`config.mk`:
```
export PLATFORM = sky130hd
export DESIGN_NAME = nor_cmd_decoder
export DESIGN_NICKNAME = d
export VERILOG_FILES = /design/src/rtl/nor_cmd_pkg.sv /design/src/rtl/nor_busy_timer.sv /design/src/rtl/nor_seq_fsm.sv /design/src/rtl/nor_store.sv /design/src/rtl/nor_cmd_decoder.sv
export SDC_FILE = /design/constraint.sdc
export NUM_CORES = 1
export LEC_CHECK = 0
export BUFFER_PORTS_ARGS = -buffer_cell sky130_fd_sc_hd__buf_2
export CAP_MARGIN = 20
export CELL_PAD_IN_SITES_DETAIL_PLACEMENT = 0
export CELL_PAD_IN_SITES_GLOBAL_PLACEMENT = 1
export CORE_MARGIN = 5
export CORE_UTILIZATION = 45
export CTS_CLUSTER_DIAMETER = 50
export DETAILED_ROUTE_END_ITERATION = 6
export HOLD_SLACK_MARGIN = 0.03
export PLACE_DENSITY = 0.82
export RECOVER_POWER = 50
export SYNTH_ARGS = -nofsm -noshare
export SYNTH_HDL_FRONTEND = slang
export SYNTH_SLANG_ARGS = --single-unit
```
`constraint.sdc`:
```
create_clock -name clk -period 5.2 [get_ports clk]
set_clock_uncertainty 0.05 [all_clocks]
set_input_delay 1.04 -clock clk [delete_from_list [all_inputs] [get_ports clk]]
set_output_delay 1.04 -clock clk [all_outputs]
set_load 0.1 [all_outputs]
```
`src/rtl/nor_cmd_pkg.sv`:
```
package nor_cmd_pkg;
  localparam int unsigned DW = 8;

  localparam int unsigned ADDR_KEY1 = 'h555;
  localparam int unsigned ADDR_KEY2 = 'h2AA;

  localparam logic [DW-1:0] BYTE_KEY1    = 8'hAA;
  localparam logic [DW-1:0] BYTE_KEY2    = 8'h55;
  localparam logic [DW-1:0] OP_PROGRAM   = 8'hA0;
  localparam logic [DW-1:0] OP_ERASE_SET = 8'h80;
  localparam logic [DW-1:0] OP_ERASE_ALL = 8'h10;
  localparam logic [DW-1:0] OP_FAST_IN   = 8'h20;
  localparam logic [DW-1:0] OP_OVL_IN    = 8'h88;
  localparam logic [DW-1:0] OP_LEAVE     = 8'h90;
  localparam logic [DW-1:0] OP_LEAVE_END = 8'h00;

  typedef enum logic [3:0] {
    ST_READ, ST_KEY1, ST_KEY2, ST_PROG_DATA,
    ST_ERS_SET, ST_ERS_KEY1, ST_ERS_KEY2,
    ST_OVL_LEAVE, ST_FAST_LEAVE
  } seq_state_t;

  function automatic logic [DW-1:0] clear_only(input logic [DW-1:0] old_w,
                                               input logic [DW-1:0] new_w);
    return old_w & new_w;
  endfunction

  function automatic int unsigned load_value(input int unsigned cycles);
    return cycles - 1;
  endfunction
endpackage

```
`src/rtl/nor_busy_timer.sv`:
```
module nor_busy_timer
  import nor_cmd_pkg::*;
#(
  parameter int unsigned PROG_CYCLES  = 8,
  parameter int unsigned ERASE_CYCLES = 32
) (
  input  logic clk,
  input  logic rst_n,
  input  logic start_prog,
  input  logic start_erase,
  output logic busy,
  output logic done
);
  localparam int unsigned MAXC = (PROG_CYCLES > ERASE_CYCLES) ? PROG_CYCLES : ERASE_CYCLES;
  localparam int unsigned CW   = $clog2(MAXC + 1);

  logic [CW-1:0] cnt_q;
  logic          busy_q;

  assign busy = busy_q;
  assign done = busy_q && (cnt_q == '0);

  always_ff @(posedge clk or negedge rst_n) begin
    if (!rst_n) begin
      busy_q <= 1'b0;
      cnt_q  <= '0;
    end else if (start_prog) begin
      busy_q <= 1'b1;
      cnt_q  <= CW'(load_value(PROG_CYCLES));
    end else if (start_erase) begin
      busy_q <= 1'b1;
      cnt_q  <= CW'(load_value(ERASE_CYCLES));
    end else if (done) begin
      busy_q <= 1'b0;
    end else if (busy_q) begin
      cnt_q <= cnt_q - 1'b1;
    end
  end

  assert_start_busy_R9: assert property (@(posedge clk) disable iff (!rst_n)
    (start_prog || start_erase) |=> busy);
  assert_done_release_R9: assert property (@(posedge clk) disable iff (!rst_n)
    done |=> !busy);
endmodule

```
`src/rtl/nor_seq_fsm.sv`:
```
module nor_seq_fsm
  import nor_cmd_pkg::*;
#(
  parameter int unsigned AW = 11
) (
  input  logic          clk,
  input  logic          rst_n,
  input  logic          wr_en,
  input  logic [AW-1:0] wr_addr,
  input  logic [DW-1:0] wr_data,
  input  logic          busy,
  output logic          prog_go,
  output logic          erase_go,
  output logic          ovl_mode,
  output logic          fast_mode
);
  seq_state_t st_q, st_n;
  logic ovl_q, ovl_n, fast_q, fast_n;
  logic take, at_k1, at_k2;

  assign take  = wr_en && !busy;
  assign at_k1 = (wr_addr == AW'(ADDR_KEY1));
  assign at_k2 = (wr_addr == AW'(ADDR_KEY2));
  assign ovl_mode  = ovl_q;
  assign fast_mode = fast_q;

  always_comb begin
    st_n     = st_q;
    ovl_n    = ovl_q;
    fast_n   = fast_q;
    prog_go  = 1'b0;
    erase_go = 1'b0;
    if (take) begin
      st_n = ST_READ;
      unique case (st_q)
        ST_READ: begin
          if (fast_q) begin
            if (wr_data == OP_PROGRAM)    st_n = ST_PROG_DATA;
            else if (wr_data == OP_LEAVE) st_n = ST_FAST_LEAVE;
          end else if (at_k1 && wr_data == BYTE_KEY1) begin
            st_n = ST_KEY1;
          end
        end
        ST_KEY1: if (at_k2 && wr_data == BYTE_KEY2) st_n = ST_KEY2;
        ST_KEY2: begin
          if (at_k1) begin
            unique case (wr_data)
              OP_PROGRAM:   st_n = ST_PROG_DATA;
              OP_ERASE_SET: st_n = ST_ERS_SET;
              OP_FAST_IN:   fast_n = !ovl_q;
              OP_OVL_IN:    ovl_n = 1'b1;
              OP_LEAVE:     st_n = ST_OVL_LEAVE;
              default:      st_n = ST_READ;
            endcase
          end
        end
        ST_PROG_DATA: prog_go = 1'b1;
        ST_ERS_SET:   if (at_k1 && wr_data == BYTE_KEY1) st_n = ST_ERS_KEY1;
        ST_ERS_KEY1:  if (at_k2 && wr_data == BYTE_KEY2) st_n = ST_ERS_KEY2;
        ST_ERS_KEY2:  erase_go = at_k1 && (wr_data == OP_ERASE_ALL);
        ST_OVL_LEAVE: if (wr_data == OP_LEAVE_END) ovl_n = 1'b0;
        ST_FAST_LEAVE: if (wr_data == OP_LEAVE_END) fast_n = 1'b0;
        default: st_n = ST_READ;
      endcase
    end
  end

  always_ff @(posedge clk or negedge rst_n) begin
    if (!rst_n) begin
      st_q   <= ST_READ;
      ovl_q  <= 1'b0;
      fast_q <= 1'b0;
    end else begin
      st_q   <= st_n;
      ovl_q  <= ovl_n;
      fast_q <= fast_n;
    end
  end

  assert_ignore_while_busy_R10: assert property (@(posedge clk) disable iff (!rst_n)
    busy |-> !(prog_go || erase_go));
  assert_modes_exclusive_R7: assert property (@(posedge clk) disable iff (!rst_n)
    fast_q |-> !ovl_q);
  assert_busy_keeps_mode_R10: assert property (@(posedge clk) disable iff (!rst_n)
    busy |=> (ovl_q == $past(ovl_q)) && (fast_q == $past(fast_q)));
endmodule

```
`src/rtl/nor_store.sv`:
```
module nor_store
  import nor_cmd_pkg::*;
#(
  parameter int unsigned MAW = 4,
  parameter int unsigned SAW = 2
) (
  input  logic           clk,
  input  logic           rst_n,
  input  logic           prog_go,
  input  logic           erase_go,
  input  logic           ovl_mode,
  input  logic           done,
  input  logic [MAW-1:0] wr_idx,
  input  logic [DW-1:0]  wr_data,
  input  logic [MAW-1:0] rd_idx,
  output logic [DW-1:0]  rd_data
);
  localparam int unsigned MW = 1 << MAW;
  localparam int unsigned SW = 1 << SAW;

  logic [DW-1:0]  main_q [MW];
  logic [DW-1:0]  sec_q  [SW];
  logic           pend_prog, pend_erase, pend_sec;
  logic [MAW-1:0] pend_idx;
  logic [DW-1:0]  pend_data;
  logic           prog_commit, erase_commit;

  assign prog_commit  = done && pend_prog;
  assign erase_commit = done && pend_erase;
  assign rd_data = ovl_mode ? sec_q[rd_idx[SAW-1:0]] : main_q[rd_idx];

  always_ff @(posedge clk or negedge rst_n) begin
    if (!rst_n) begin
      for (int i = 0; i < MW; i++) main_q[i] <= '1;
      for (int j = 0; j < SW; j++) sec_q[j] <= '1;
      pend_prog  <= 1'b0;
      pend_erase <= 1'b0;
      pend_sec   <= 1'b0;
      pend_idx   <= '0;
      pend_data  <= '0;
    end else begin
      if (prog_go) begin
        pend_prog <= 1'b1;
        pend_sec  <= ovl_mode;
        pend_idx  <= wr_idx;
        pend_data <= wr_data;
      end
      if (erase_go) pend_erase <= 1'b1;
      if (prog_commit) begin
        pend_prog <= 1'b0;
        if (pend_sec)
          sec_q[pend_idx[SAW-1:0]] <= clear_only(sec_q[pend_idx[SAW-1:0]], pend_data);
        else
          main_q[pend_idx] <= clear_only(main_q[pend_idx], pend_data);
      end
      if (erase_commit) begin
        pend_erase <= 1'b0;
        for (int k = 0; k < MW; k++) main_q[k] <= '1;
      end
    end
  end

  assert_erase_fills_R8: assert property (@(posedge clk) disable iff (!rst_n)
    erase_commit |=> (main_q[MW-1] == '1) && (main_q[0] == '1));
  assert_single_pending_R10: assert property (@(posedge clk) disable iff (!rst_n)
    !(pend_prog && pend_erase));
endmodule

```
`src/rtl/nor_cmd_decoder.sv`:
```
module nor_cmd_decoder
  import nor_cmd_pkg::*;
#(
  parameter int unsigned AW           = 11,
  parameter int unsigned MAW          = 4,
  parameter int unsigned SAW          = 2,
  parameter int unsigned PROG_CYCLES  = 8,
  parameter int unsigned ERASE_CYCLES = 32
) (
  input  logic           clk,
  input  logic           rst_n,
  input  logic           wr_en,
  input  logic [AW-1:0]  wr_addr,
  input  logic [7:0]     wr_data,
  input  logic [MAW-1:0] rd_addr,
  output logic [7:0]     rd_data,
  output logic           ready
);
  logic busy, done, prog_go, erase_go, ovl_mode, fast_mode;

  nor_seq_fsm #(.AW(AW)) u_seq (
    .clk(clk), .rst_n(rst_n), .wr_en(wr_en), .wr_addr(wr_addr), .wr_data(wr_data),
    .busy(busy), .prog_go(prog_go), .erase_go(erase_go),
    .ovl_mode(ovl_mode), .fast_mode(fast_mode)
  );

  nor_busy_timer #(.PROG_CYCLES(PROG_CYCLES), .ERASE_CYCLES(ERASE_CYCLES)) u_timer (
    .clk(clk), .rst_n(rst_n), .start_prog(prog_go), .start_erase(erase_go),
    .busy(busy), .done(done)
  );

  nor_store #(.MAW(MAW), .SAW(SAW)) u_store (
    .clk(clk), .rst_n(rst_n), .prog_go(prog_go), .erase_go(erase_go),
    .ovl_mode(ovl_mode), .done(done), .wr_idx(wr_addr[MAW-1:0]), .wr_data(wr_data),
    .rd_idx(rd_addr), .rd_data(rd_data)
  );

  assign ready = !busy;

  assert_fast_no_erase_R5: assert property (@(posedge clk) disable iff (!rst_n)
    fast_mode |-> !erase_go);
  assert_reset_ready_R1: assert property (@(posedge clk) disable iff (!rst_n)
    $rose(busy) |-> $past(prog_go) || $past(erase_go));
endmodule

```
==> impl_metrics.csv, run 1 <==
group,metric,value,unit
power_and_ir_drop,combinationalPowerShare,4.3,%
critical_path,crit_required,4.11,ns
final_layout,n_antenna_cell,0,
die,die_area,26000,sq um
sta,timing.final.crit_share,80.9,%
grt,vias_in_the_first_global_route,7761,
die,die_w,161,microns
critical_path,critical_path.endpoint_type,"output pin",
grt,grt_pass1_wl,48200,microns
power_and_ir_drop,power.sequential.fraction,51.3,%
yosys,postSynthRegisterBits,188,
critical_path,timing_worst_setup_path_type,"primary input to output pin",
power_and_ir_drop,leakagePower,3.91,nW
clock_tree,htreeDepth,4,
yosys,synth-xor-area-share,0.255,%
routing,antenna_violating_nets_post_route,0,
routing,routedWlPerCell,27.0,microns
final_layout,fraction_of_layout_instances_using_a_drive_strength_above_1,40.1,%
yosys,synth.avg_cell_area,12.2,sq um
yosys,simple_gate_area_share_of_the_yosys_netlist,12.5,%
routing,totalWireLength,31300,microns
grt,globalRouteOverflowTotal,0,
placement,globalplace.congestion,1.03,
power_and_ir_drop,share_clk_of_total_power,44.5,%
critical_path,critical_path.max_stage_delay,0.69,ns
critical_path,reg2reg_setup_slack,1.89,ns
final_layout,final_design_area_no_fill,11300,sq um
min_path,holdPathStages,2,
sta,max-slew-margin-rel,-70.3,%
power_and_ir_drop,internal_power,0.00216,W
grt,largest_net_degree_at_the_start_of_global_routing,113,
grt,antenna_found_initial,2,
clock_tree,tritoncts,"done",
yosys,postSynthCellCount,845,
routing,drt-vias-per-instance,6.82,
power_and_ir_drop,net-switching-power,0.000704,W
die,core.rowCount,55,
critical_path,worst_ep_arrival_time,3.12,ns
clock_tree,cts.path.max_buffers,2,
flow_run,drv_cap,2,
die,initial_core_util,45.7,%
status,violations,"max-capacitance violations, max-slew violations",
power_and_ir_drop,cellPowerDensity,253,nW/um^2
yosys,synth-compound-area-share,16.6,%
placement,buffer_ports.inserted,34,
yosys,postSynth.asyncResetShare,100,%
yosys,synth_edf_count,0,
clock_tree,cts.reportedPaths.clkPinSlew,0.07,ns
critical_path,cp-start-kind,"primary input",
power_and_ir_drop,netSwitchingFraction,24.6,%
min_path,hp-class,"register to register",
sta,slew_at_the_pin_closest_to_its_max_slew_limit,2.55,ns
placement,postPlaceCellArea,10800,sq um
die,fp.dieH,161,microns
critical_path,worstRegToRegCells,6,
clock_tree,insertion_delay,0.44,ns
yosys,synth_cell_types,52,
sta,maxSlewViolCount,147,
sta,fmaxAchievable,238,MHz
routing,drtPass1Iterations,6,
yosys,synth_top_family_by_area,"multiplexers",
routing,first_iter_violations,855,
yosys,synth.yosys.warnings,0,
critical_path,critical_path.slowest_cell,"sky130_fd_sc_hd__buf_2",
status,status,"finished with violations",
yosys,ys_dominant_reg_cell,"sky130_fd_sc_hd__dfstp_2",
placement,dp.final_hpwl,21900,microns
final_layout,n_fill_cell,2015,
sta,layout_min_cycle_time,4.21,ns
sta,grt_setup_unrepaired,"no",
sta,final_hold_violating_endpoints,0,
die,boundaryPins,35,
clock_tree,clock_sinks,188,
power_and_ir_drop,peakVddDrop,194,uV
grt,global_route.usage.total,24.3,%
critical_path,path_max_fanout,38,
yosys,synthMuxAreaShare,20.4,%
routing,remaining_drc_errors,0,
clock_tree,clk_root_buffer_cell,"sky130_fd_sc_hd__clkbuf_16",
clock_tree,cts_buffers,17,
yosys,synth_adder_area_share,0.121,%
yosys,mappedNetlistNets,872,
final_layout,nets,889,
clock_tree,cts-resized-gates,0,
final_layout,synthToLayoutAreaGrowth,9.92,%
clock_tree,holdBufCountCts,0,
sta,report.final.setup_viol,0,
critical_path,cells_along_the_critical_path,"buf_2 > mux4_2 > mux2i_1 > nor3_1 > a221o_1 > buf_2",
sta,fin_tns_setup,0,ns
routing,dr_total_vias,7911,
die,floorplan.core_area,22600,sq um
yosys,synthesis.area,10300,sq um
critical_path,cell_with_the_most_instances_on_the_worst_path,"sky130_fd_sc_hd__buf_2",
clock_tree,cts_post_setup_buffers_inserted,0,
yosys,synth.yosys.seq_area_share,47.6,%
==> routing by layer <==
metal | GRT usage [%] | routed length [microns] | part of all wire (%)
met3 | 6.69 | 2700 | 8.6
met2 | 37.4 | 14300 | 46
met4 | 10.1 | 1390 | 4.5
met1 | 32.5 | 12800 | 41
met5 | 2.27 | 117 | 0.37
==> layout make-up <==
cell class,count,area [sq um],area share [%]
flip-flops and latches,188,4910,43.3
inverters,7,26.3,0.232
repair buffers,54,322,2.84
well taps,285,357,3.15
clock inverters,13,124,1.09
clock buffers,19,453,4.00
multi-input cells,594,5140,45.4
==> metrics by stage <==
stage | setup slack (ns) | cells | hold slack (ns) | total power (W) | util [%]
4_1_cts | 1.04 | 1159 | 0.480 | 0.00288 | 50.2
6_report | 0.994 | 1160 | 0.470 | 0.00286 | 50.2
5_1_grt | 0.717 | 1160 | 0.515 | 0.00296 | 50.2
2_1_floorplan | 1.22 | 845 | 0.429 | 0.00156 | -
3_3_place_gp | 1.09 | 1127 | 0.460 | 0.00162 | 47.7
3_5_place_dp | 1.04 | 1127 | 0.463 | 0.00162 | 47.7
==> flip-flops by register name (all words and copies together), names as in the netlist, 4 cells and up <==
| name | cells |
|---|---|
| u_store.pend_idx | 4 |
| u_seq.st_q | 4 |
| u_store.sec_q | 32 |
| u_store.pend_data | 8 |
| u_timer.cnt_q | 6 |
| u_store.main_q | 128 |
==> cell usage in the layout (no fill, tap or decap), types with 3 or more instances in the layout <==
cell and count:
sky130_fd_sc_hd__o22ai_1 8, sky130_fd_sc_hd__nor3_1 17, sky130_fd_sc_hd__buf_2 32, sky130_fd_sc_hd__mux2_2 41
sky130_fd_sc_hd__nor2_4 4, sky130_fd_sc_hd__o21ai_0 5, sky130_fd_sc_hd__and2_1 10, sky130_fd_sc_hd__mux4_2 48
sky130_fd_sc_hd__nand2_1 75, sky130_fd_sc_hd__buf_4 16, sky130_fd_sc_hd__nor2_1 23, sky130_fd_sc_hd__clkbuf_16 17
sky130_fd_sc_hd__nor2_2 7, sky130_fd_sc_hd__inv_6 6, sky130_fd_sc_hd__o41ai_1 3, sky130_fd_sc_hd__a31oi_1 5
sky130_fd_sc_hd__nor2b_1 24, sky130_fd_sc_hd__nand3_1 20, sky130_fd_sc_hd__a221o_1 8, sky130_fd_sc_hd__nor4_1 3
sky130_fd_sc_hd__o31ai_1 3, sky130_fd_sc_hd__nand4_1 12, sky130_fd_sc_hd__nand4b_1 9, sky130_fd_sc_hd__xnor2_1 3
sky130_fd_sc_hd__inv_1 7, sky130_fd_sc_hd__o22a_1 128, sky130_fd_sc_hd__mux2i_1 56, sky130_fd_sc_hd__dfstp_2 160
sky130_fd_sc_hd__a22oi_1 17, sky130_fd_sc_hd__nor4bb_1 3, sky130_fd_sc_hd__dfrtp_1 27, sky130_fd_sc_hd__nand2b_1 8
sky130_fd_sc_hd__a21oi_1 14, sky130_fd_sc_hd__a211oi_1 16, sky130_fd_sc_hd__clkbuf_1 3
==> synth_stat cells, types with 8 or more instances <==
cell	number	share of area [%]
sky130_fd_sc_hd__a211oi_1	16	1.2
sky130_fd_sc_hd__a21oi_1	14	0.68
sky130_fd_sc_hd__a221o_1	8	0.78
sky130_fd_sc_hd__a22oi_1	17	1.2
sky130_fd_sc_hd__and2_1	10	0.61
sky130_fd_sc_hd__buf_1	8	0.29
sky130_fd_sc_hd__buf_2	15	0.73
sky130_fd_sc_hd__clkbuf_1	31	1.1
sky130_fd_sc_hd__dfrtp_1	28	6.8
sky130_fd_sc_hd__dfstp_2	160	41
sky130_fd_sc_hd__mux2_2	41	4.5
sky130_fd_sc_hd__mux2i_1	56	5.4
sky130_fd_sc_hd__mux4_2	48	10
sky130_fd_sc_hd__nand2_1	75	2.7
sky130_fd_sc_hd__nand2b_1	8	0.49
sky130_fd_sc_hd__nand3_1	20	0.97
sky130_fd_sc_hd__nand4_1	12	0.73
sky130_fd_sc_hd__nand4b_1	9	0.76
sky130_fd_sc_hd__nor2_1	23	0.84
sky130_fd_sc_hd__nor2b_1	24	1.5
sky130_fd_sc_hd__nor3_1	17	0.83
sky130_fd_sc_hd__o22a_1	128	11
sky130_fd_sc_hd__o22ai_1	8	0.49
==> worst max-delay path: cells and delay by family <==
family / cells / cell delay [ns]
AO/OA/AOI/OAI: 1 / 0.17
buffers and inverters: 2 / 1.11
multiplexers: 2 / 0.43
AND/OR/NAND/NOR: 1 / 0.34
==> power groups by stage <==
stage	combinational (W)	sequential, W	clock (W)
after floorplan	0.0000665	0.00149	0
after global placement	0.000125	0.00149	0
after detailed placement	0.000125	0.00149	0
after CTS	0.000125	0.00147	0.00129
after global routing	0.000134	0.00147	0.00136
final	0.000122	0.00147	0.00127
==> kinds of logic (layout without fill, tap and decap cells) <==
family,Yosys count,count (layout)
simple gates,233,233
compound gates,212,212
flops,188,188
mux,145,145
buf+inv,63,93
xor+xnor,3,3
fa+ha+maj,1,1
==> path summary, 6_finish.rpt <==
check	from	end
max	rd_addr[1]	rd_data[2]
min	u_store.pend_sec$_DFFE_PN0P_	u_store.pend_sec$_DFFE_PN0P_
max reg2reg	u_timer.cnt_q[0]$_DFFE_PN0P_	u_store.main_q[65]$_DFFE_PN1P_
min reg2reg	u_store.pend_sec$_DFFE_PN0P_	u_store.pend_sec$_DFFE_PN0P_
max in group asynchronous	rst_n	u_store.main_q[79]$_DFFE_PN1P_
min in group asynchronous	rst_n	u_store.pend_erase$_DFFE_PN0P_
(Power assumes the default switching activity.)
==> inputs of run 2 (changes only) <==
Settings changed: PLACE_DENSITY 0.82 to 0.84.
Clock period 5.2 ns to 3.5 ns, I/O delays scaled along.
==> run 2 against run 1 <==
Compared with the run above:
- the flow still finishes with violations (max-capacitance violations, max-slew violations)
- wire length barely moved
- combinational power rose by 52%
- non-clock buffer count rose by 23
- critical endpoint is now rd_data[0]
- largest power group unchanged
- highest routed layer is now met4
==> impl_metrics.csv, run 2 (synthesized netlist as in run 1, its figures left out) <==
group,metric,value,unit
status,status,"finished with violations",
clock_tree,clock_sinks,188,
sta,grt_setup_unrepaired,"no",
routing,drtPass1Iterations,6,
die,die_w,161,microns
power_and_ir_drop,share_clk_of_total_power,45.5,%
clock_tree,insertion_delay,0.45,ns
final_layout,final_common_cell,"sky130_fd_sc_hd__dfstp_2",
flow_run,drv_cap,1,
placement,buffer_ports.inserted,34,
sta,report.final.setup_viol,0,
final_layout,largest_reg_flops,128,
final_layout,nets,912,
sta,slew_at_the_pin_closest_to_its_max_slew_limit,1.95,ns
grt,vias_in_the_first_global_route,7906,
min_path,holdPathStages,3,
critical_path,cp_top_family,"multiplexers",
clock_tree,cts_post_setup_buffers_inserted,0,
die,core.rowCount,55,
grt,global_route.usage.total,24.2,%
power_and_ir_drop,leakagePower,4.05,nW
power_and_ir_drop,combinationalPowerShare,4.3,%
critical_path,worstRegToRegCells,6,
grt,globalRouteOverflowTotal,0,
sta,final_hold_violating_endpoints,0,
clock_tree,cts-resized-gates,0,
routing,remaining_drc_errors,0,
sta,timing.final.crit_share,96.6,%
clock_tree,holdBufCountCts,0,
clock_tree,cts.path.max_buffers,2,
critical_path,cells_along_the_critical_path,"buf_2 > buf_4 > mux4_2 > mux2_2 > a221o_1 > buf_2",
clock_tree,htreeDepth,4,
min_path,hp-class,"primary input to register",
power_and_ir_drop,power.sequential.fraction,50.3,%
routing,totalWireLength,31300,microns
placement,dp.final_hpwl,22700,microns
final_layout,largest_registers,"u_store.main_q x128, u_store.sec_q x32, u_store.pend_data x8",
clock_tree,tritoncts,"done",
clock_tree,cts_buffers,17,
sta,fmaxAchievable,296,MHz
power_and_ir_drop,cellPowerDensity,376,nW/um^2
grt,largest_net_degree_at_the_start_of_global_routing,78,
critical_path,crit_required,2.75,ns
critical_path,path_max_fanout,14,
sta,layout_min_cycle_time,3.38,ns
die,initial_core_util,45.7,%
die,die_area,26000,sq um
routing,first_iter_violations,659,
sta,maxSlewViolCount,78,
power_and_ir_drop,peakVddDrop,300,uV
critical_path,worst_ep_arrival_time,2.63,ns
grt,antenna_found_initial,0,
final_layout,top_reg_by_flops,"u_store.main_q",
final_layout,post_layout_nonfiller_instances,1183,
critical_path,critical_path.max_stage_delay,0.54,ns
routing,dr_total_vias,7854,
critical_path,critical_path_cell_count,6,
clock_tree,clk_root_buffer_cell,"sky130_fd_sc_hd__clkbuf_16",
die,fp.dieH,161,microns
final_layout,synthToLayoutAreaGrowth,12.0,%
clock_tree,cts.reportedPaths.clkPinSlew,0.07,ns
critical_path,cell_with_the_most_instances_on_the_worst_path,"sky130_fd_sc_hd__buf_2",
power_and_ir_drop,net-switching-power,0.00106,W
power_and_ir_drop,internal_power,0.00328,W
placement,dpl.cell_count,1151,
die,boundaryPins,35,
critical_path,critical_path.slowest_cell,"sky130_fd_sc_hd__mux4_2",
critical_path,path_buf_inv,3,
final_layout,final_cell_mix,"160 x sky130_fd_sc_hd__dfstp_2, 128 x sky130_fd_sc_hd__o22a_1, 75 x sky130_fd_sc_hd__nand2_1, 56 x sky130_fd_sc_hd__mux2i_1, 48 x sky130_fd_sc_hd__mux4_2",
final_layout,fraction_of_layout_instances_using_a_drive_strength_above_1,41.8,%
grt,grt_pass1_wl,48200,microns
die,floorplan.core_area,22600,sq um
routing,routedWlPerCell,26.5,microns
placement,globalplace.congestion,0.946,
critical_path,cp-start-kind,"primary input",
routing,drt-vias-per-instance,6.64,
power_and_ir_drop,netSwitchingFraction,24.5,%
critical_path,critical_path.endpoint_type,"output pin",
sta,max-slew-margin-rel,-30.3,%
sta,fin_tns_setup,0,ns
final_layout,n_antenna_cell,0,
status,violations,"max-capacitance violations, max-slew violations",
critical_path,timing_worst_setup_path_type,"primary input to output pin",
routing,antenna_violating_nets_post_route,0,
run 2: metrics by stage:
step / worst slack (ns) / cell area, sq um / utilization [%] / hold slack, ns / total power (W)
after CTS: 0.120 / 11600 / 51.3 / 0.271 / 0.00437
after detailed placement: 0.137 / 11000 / 48.6 / 0.453 / 0.00241
after global routing: 0.0616 / 11500 / 51.1 / 0.442 / 0.00447
final: 0.119 / 11500 / 51.1 / 0.433 / 0.00434
after floorplan: 0.199 / 10300 / - / 0.354 / 0.00231
after global placement: 0.140 / 11000 / 48.6 / 0.449 / 0.00240
run 2: layer usage:
metal | GRT usage, % | share of wire [%]
met5 | 0 | 0
met4 | 12.3 | 5.6
met3 | 5.72 | 7.9
met2 | 37.8 | 46
met1 | 31.7 | 40
run 2: power by group through the flow:
stage	clock (W)	sequential (W)	combinational (W)
after floorplan	0	0.00222	0.0000988
after global placement	0	0.00222	0.000189
after detailed placement	0	0.00222	0.000190
after CTS	0.00200	0.00218	0.000191
after global routing	0.00209	0.00218	0.000200
final	0.00197	0.00218	0.000185
run 2: worst paths after layout:
path / startpoint / end / slack (ns)
max: rd_addr[0] / rd_data[0] / 0.12
min in group asynchronous: rst_n / u_store.pend_idx[3]$_DFFE_PN0P_ / 0.77
max reg2reg: u_store.pend_idx[1]$_DFFE_PN0P_ / u_store.main_q[49]$_DFFE_PN1P_ / 0.38
max in group asynchronous: rst_n / u_store.pend_idx[1]$_DFFE_PN0P_ / 0.86
min: wr_addr[0] / u_store.pend_idx[0]$_DFFE_PN0P_ / 0.43
min reg2reg: u_store.pend_sec$_DFFE_PN0P_ / u_store.pend_sec$_DFFE_PN0P_ / 0.47
run 2: area by class of cell:
class | count | area [sq um]
well taps | 285 | 357
inverters | 7 | 26.3
multi-input cells | 594 | 5140
clock buffers | 20 | 489
fillers | 1977 | 11000
flip-flops and latches | 188 | 4910
repair buffers | 77 | 508
clock inverters | 12 | 118
run 2: worst min-delay path: stages:
cell and delay [ns]:
sky130_fd_sc_hd__buf_2 0.10, sky130_fd_sc_hd__nand2_1 0.05, sky130_fd_sc_hd__nand2_1 0.05
==> inputs of run 3 (changes only) <==
Settings changed: BUFFER_PORTS_ARGS -buffer_cell sky130_fd_sc_hd__buf_2 to -buffer_cell sky130_fd_sc_hd__buf_4.
==> run 3 against run 2 <==
Compared with the run above:
- the run still ends with max-capacitance violations, max-slew violations left
- non-clock buffer count is 3 lower
- core utilization is 0.36 points higher
- design area is 0.71% higher
- hold slack worse by 0.014 ns
- clock power hardly changed
- fmax is 4.5% higher
- critical path depth is 1 higher
- critical path type unchanged
- largest cell class unchanged
- largest power group unchanged
- highest routed layer unchanged
==> impl_metrics.csv, run 3 (synthesized netlist as in run 1, its figures left out) <==
group,metric,value,unit
sta,layout_min_cycle_time,3.24,ns
final_layout,ff_latch_area,4910,sq um
final_layout,final_cell_mix,"160 x sky130_fd_sc_hd__dfstp_2, 128 x sky130_fd_sc_hd__o22a_1, 75 x sky130_fd_sc_hd__nand2_1, 66 x sky130_fd_sc_hd__buf_4, 56 x sky130_fd_sc_hd__mux2i_1",
grt,largest_net_degree_at_the_start_of_global_routing,70,
placement,dp.final_hpwl,22800,microns
clock_tree,holdBufCountCts,0,
critical_path,cell_with_the_most_instances_on_the_worst_path,"sky130_fd_sc_hd__buf_4",
die,initial_core_util,45.7,%
critical_path,worst_ep_arrival_time,2.49,ns
clock_tree,cts.path.max_buffers,2,
die,die_w,161,microns
flow_run,drv_cap,1,
grt,globalRouteOverflowTotal,0,
clock_tree,insertion_delay,0.44,ns
sta,maxSlewViolCount,60,
clock_tree,clk_root_buffer_cell,"sky130_fd_sc_hd__clkbuf_16",
final_layout,top_reg_by_flops,"u_store.main_q",
routing,antenna_violating_nets_post_route,0,
placement,buffer_ports.inserted,34,
critical_path,path_max_fanout,22,
final_layout,post_layout_nonfiller_instances,1180,
grt,grt_pass1_wl,49100,microns
routing,drt-vias-per-instance,6.69,
placement,globalplace.congestion,0.935,
routing,remaining_drc_errors,0,
status,violations,"max-capacitance violations, max-slew violations",
routing,drtPass1Iterations,5,
placement,dpl.cell_count,1148,
critical_path,reg2reg_setup_slack,0.60,ns
critical_path,critical_path.max_stage_delay,0.51,ns
critical_path,critical_path.endpoint_type,"output pin",
grt,antenna_found_initial,0,
sta,report.final.setup_viol,0,
min_path,hp-class,"primary input to register",
routing,dr_total_vias,7900,
power_and_ir_drop,combinationalPowerShare,4.5,%
critical_path,critical_path.slowest_cell,"sky130_fd_sc_hd__mux4_2",
sta,grt_setup_unrepaired,"no",
die,fp.dieH,161,microns
power_and_ir_drop,totalPowerFinal,0.00437,W
die,die_area,26000,sq um
critical_path,path_buf_inv,3,
grt,vias_in_the_first_global_route,7947,
final_layout,n_antenna_cell,0,
clock_tree,cts-resized-gates,0,
critical_path,cells_along_the_critical_path,"buf_4 > buf_12 > mux4_2 > mux2i_1 > nor3_1 > a221o_1 > buf_4",
clock_tree,tritoncts,"done",
sta,fmaxAchievable,309,MHz
critical_path,cp-start-kind,"primary input",
sta,hold_slack,0.419,ns
final_layout,largest_registers,"u_store.main_q x128, u_store.sec_q x32, u_store.pend_data x8",
power_and_ir_drop,netSwitchingFraction,24.4,%
grt,global_route.usage.total,24.6,%
final_layout,final_common_cell,"sky130_fd_sc_hd__dfstp_2",
critical_path,crit_required,2.75,ns
power_and_ir_drop,internal_power,0.00330,W
critical_path,timing_worst_setup_path_type,"primary input to output pin",
sta,slew_at_the_pin_closest_to_its_max_slew_limit,1.56,ns
routing,totalWireLength,31500,microns
sta,max-slew-margin-rel,-4.23,%
clock_tree,clock_sinks,188,
die,boundaryPins,35,
die,floorplan.core_area,22600,sq um
status,status,"finished with violations",
power_and_ir_drop,cellPowerDensity,376,nW/um^2
sta,final_hold_violating_endpoints,0,
power_and_ir_drop,leakagePower,4.08,nW
final_layout,multi_input_comb_area,5140,sq um
clock_tree,cts_buffers,17,
final_layout,largest_reg_flops,128,
final_layout,nets,909,
power_and_ir_drop,power.sequential.fraction,49.9,%
final_layout,n_fill_cell,1969,
final_layout,synthToLayoutAreaGrowth,12.8,%
routing,first_iter_violations,871,
clock_tree,cts.reportedPaths.clkPinSlew,0.07,ns
placement,postPlaceCellArea,11000,sq um
power_and_ir_drop,share_clk_of_total_power,45.6,%
power_and_ir_drop,peakVddDrop,278,uV
sta,fin_tns_setup,0,ns
routing,routedWlPerCell,26.7,microns
power_and_ir_drop,net-switching-power,0.00107,W
final_layout,fraction_of_layout_instances_using_a_drive_strength_above_1,41.5,%
final_layout,final_design_area_no_fill,11600,sq um
clock_tree,cts_post_setup_buffers_inserted,0,
die,core.rowCount,55,
clock_tree,htreeDepth,4,
sta,timing.final.crit_share,92.4,%
critical_path,cp_top_family,"multiplexers",
-- run 3: tightest hold or removal path, stage by stage --
cell and delay [ns]:
sky130_fd_sc_hd__buf_4 0.09, sky130_fd_sc_hd__nand2_1 0.04, sky130_fd_sc_hd__nand2_1 0.05
-- run 3: power by group through the flow --
stage | clock network (W) | logic (W) | registers (W)
2_1_floorplan | 0 | 0.0000988 | 0.00222
3_3_place_gp | 0 | 0.000200 | 0.00222
3_5_place_dp | 0 | 0.000201 | 0.00222
4_1_cts | 0.00202 | 0.000201 | 0.00218
5_1_grt | 0.00213 | 0.000213 | 0.00218
6_report | 0.00199 | 0.000197 | 0.00218
-- run 3: final cells by class --
type / instances / area share [%]
multi-input cells: 594 / 44.2
well taps: 285 / 3.07
inverters: 7 / 0.226
flip-flops and latches: 188 / 42.2
clock buffers: 19 / 3.91
repair buffers: 74 / 5.10
clock inverters: 13 / 1.28
-- run 3: worst paths after layout --
check / startpoint / end / cells past startpoint
hold / removal: wr_addr[1] / u_store.pend_idx[1]$_DFFE_PN0P_ / 3
setup / recovery: rd_addr[0] / rd_data[5] / 7
hold reg to reg: u_seq.fast_mode$_DFFE_PN0P_ / u_seq.fast_mode$_DFFE_PN0P_ / 1
setup reg to reg: u_store.pend_idx[1]$_DFFE_PN0P_ / u_store.main_q[115]$_DFFE_PN1P_ / 7
max in group asynchronous: rst_n / u_store.main_q[7]$_DFFE_PN1P_ / 2
min in group asynchronous: rst_n / u_timer.cnt_q[0]$_DFFE_PN0P_ / 1
-- run 3: stage by stage --
stage,util [%],setup slack (ns)
floorplan,-,0.199
global placement,48.9,0.291
detailed placement,48.9,0.283
CTS,51.6,0.272
global route,51.5,0.202
finish,51.5,0.265
-- run 3: routing by layer --
layer,up-vias,global-route usage [%],share of wire (%)
met4,0,11.0,4.6
met3,82,5.21,7.9
met2,404,37.1,45
met1,4032,34.5,42
li1,3382,-,-
met5,-,0,0
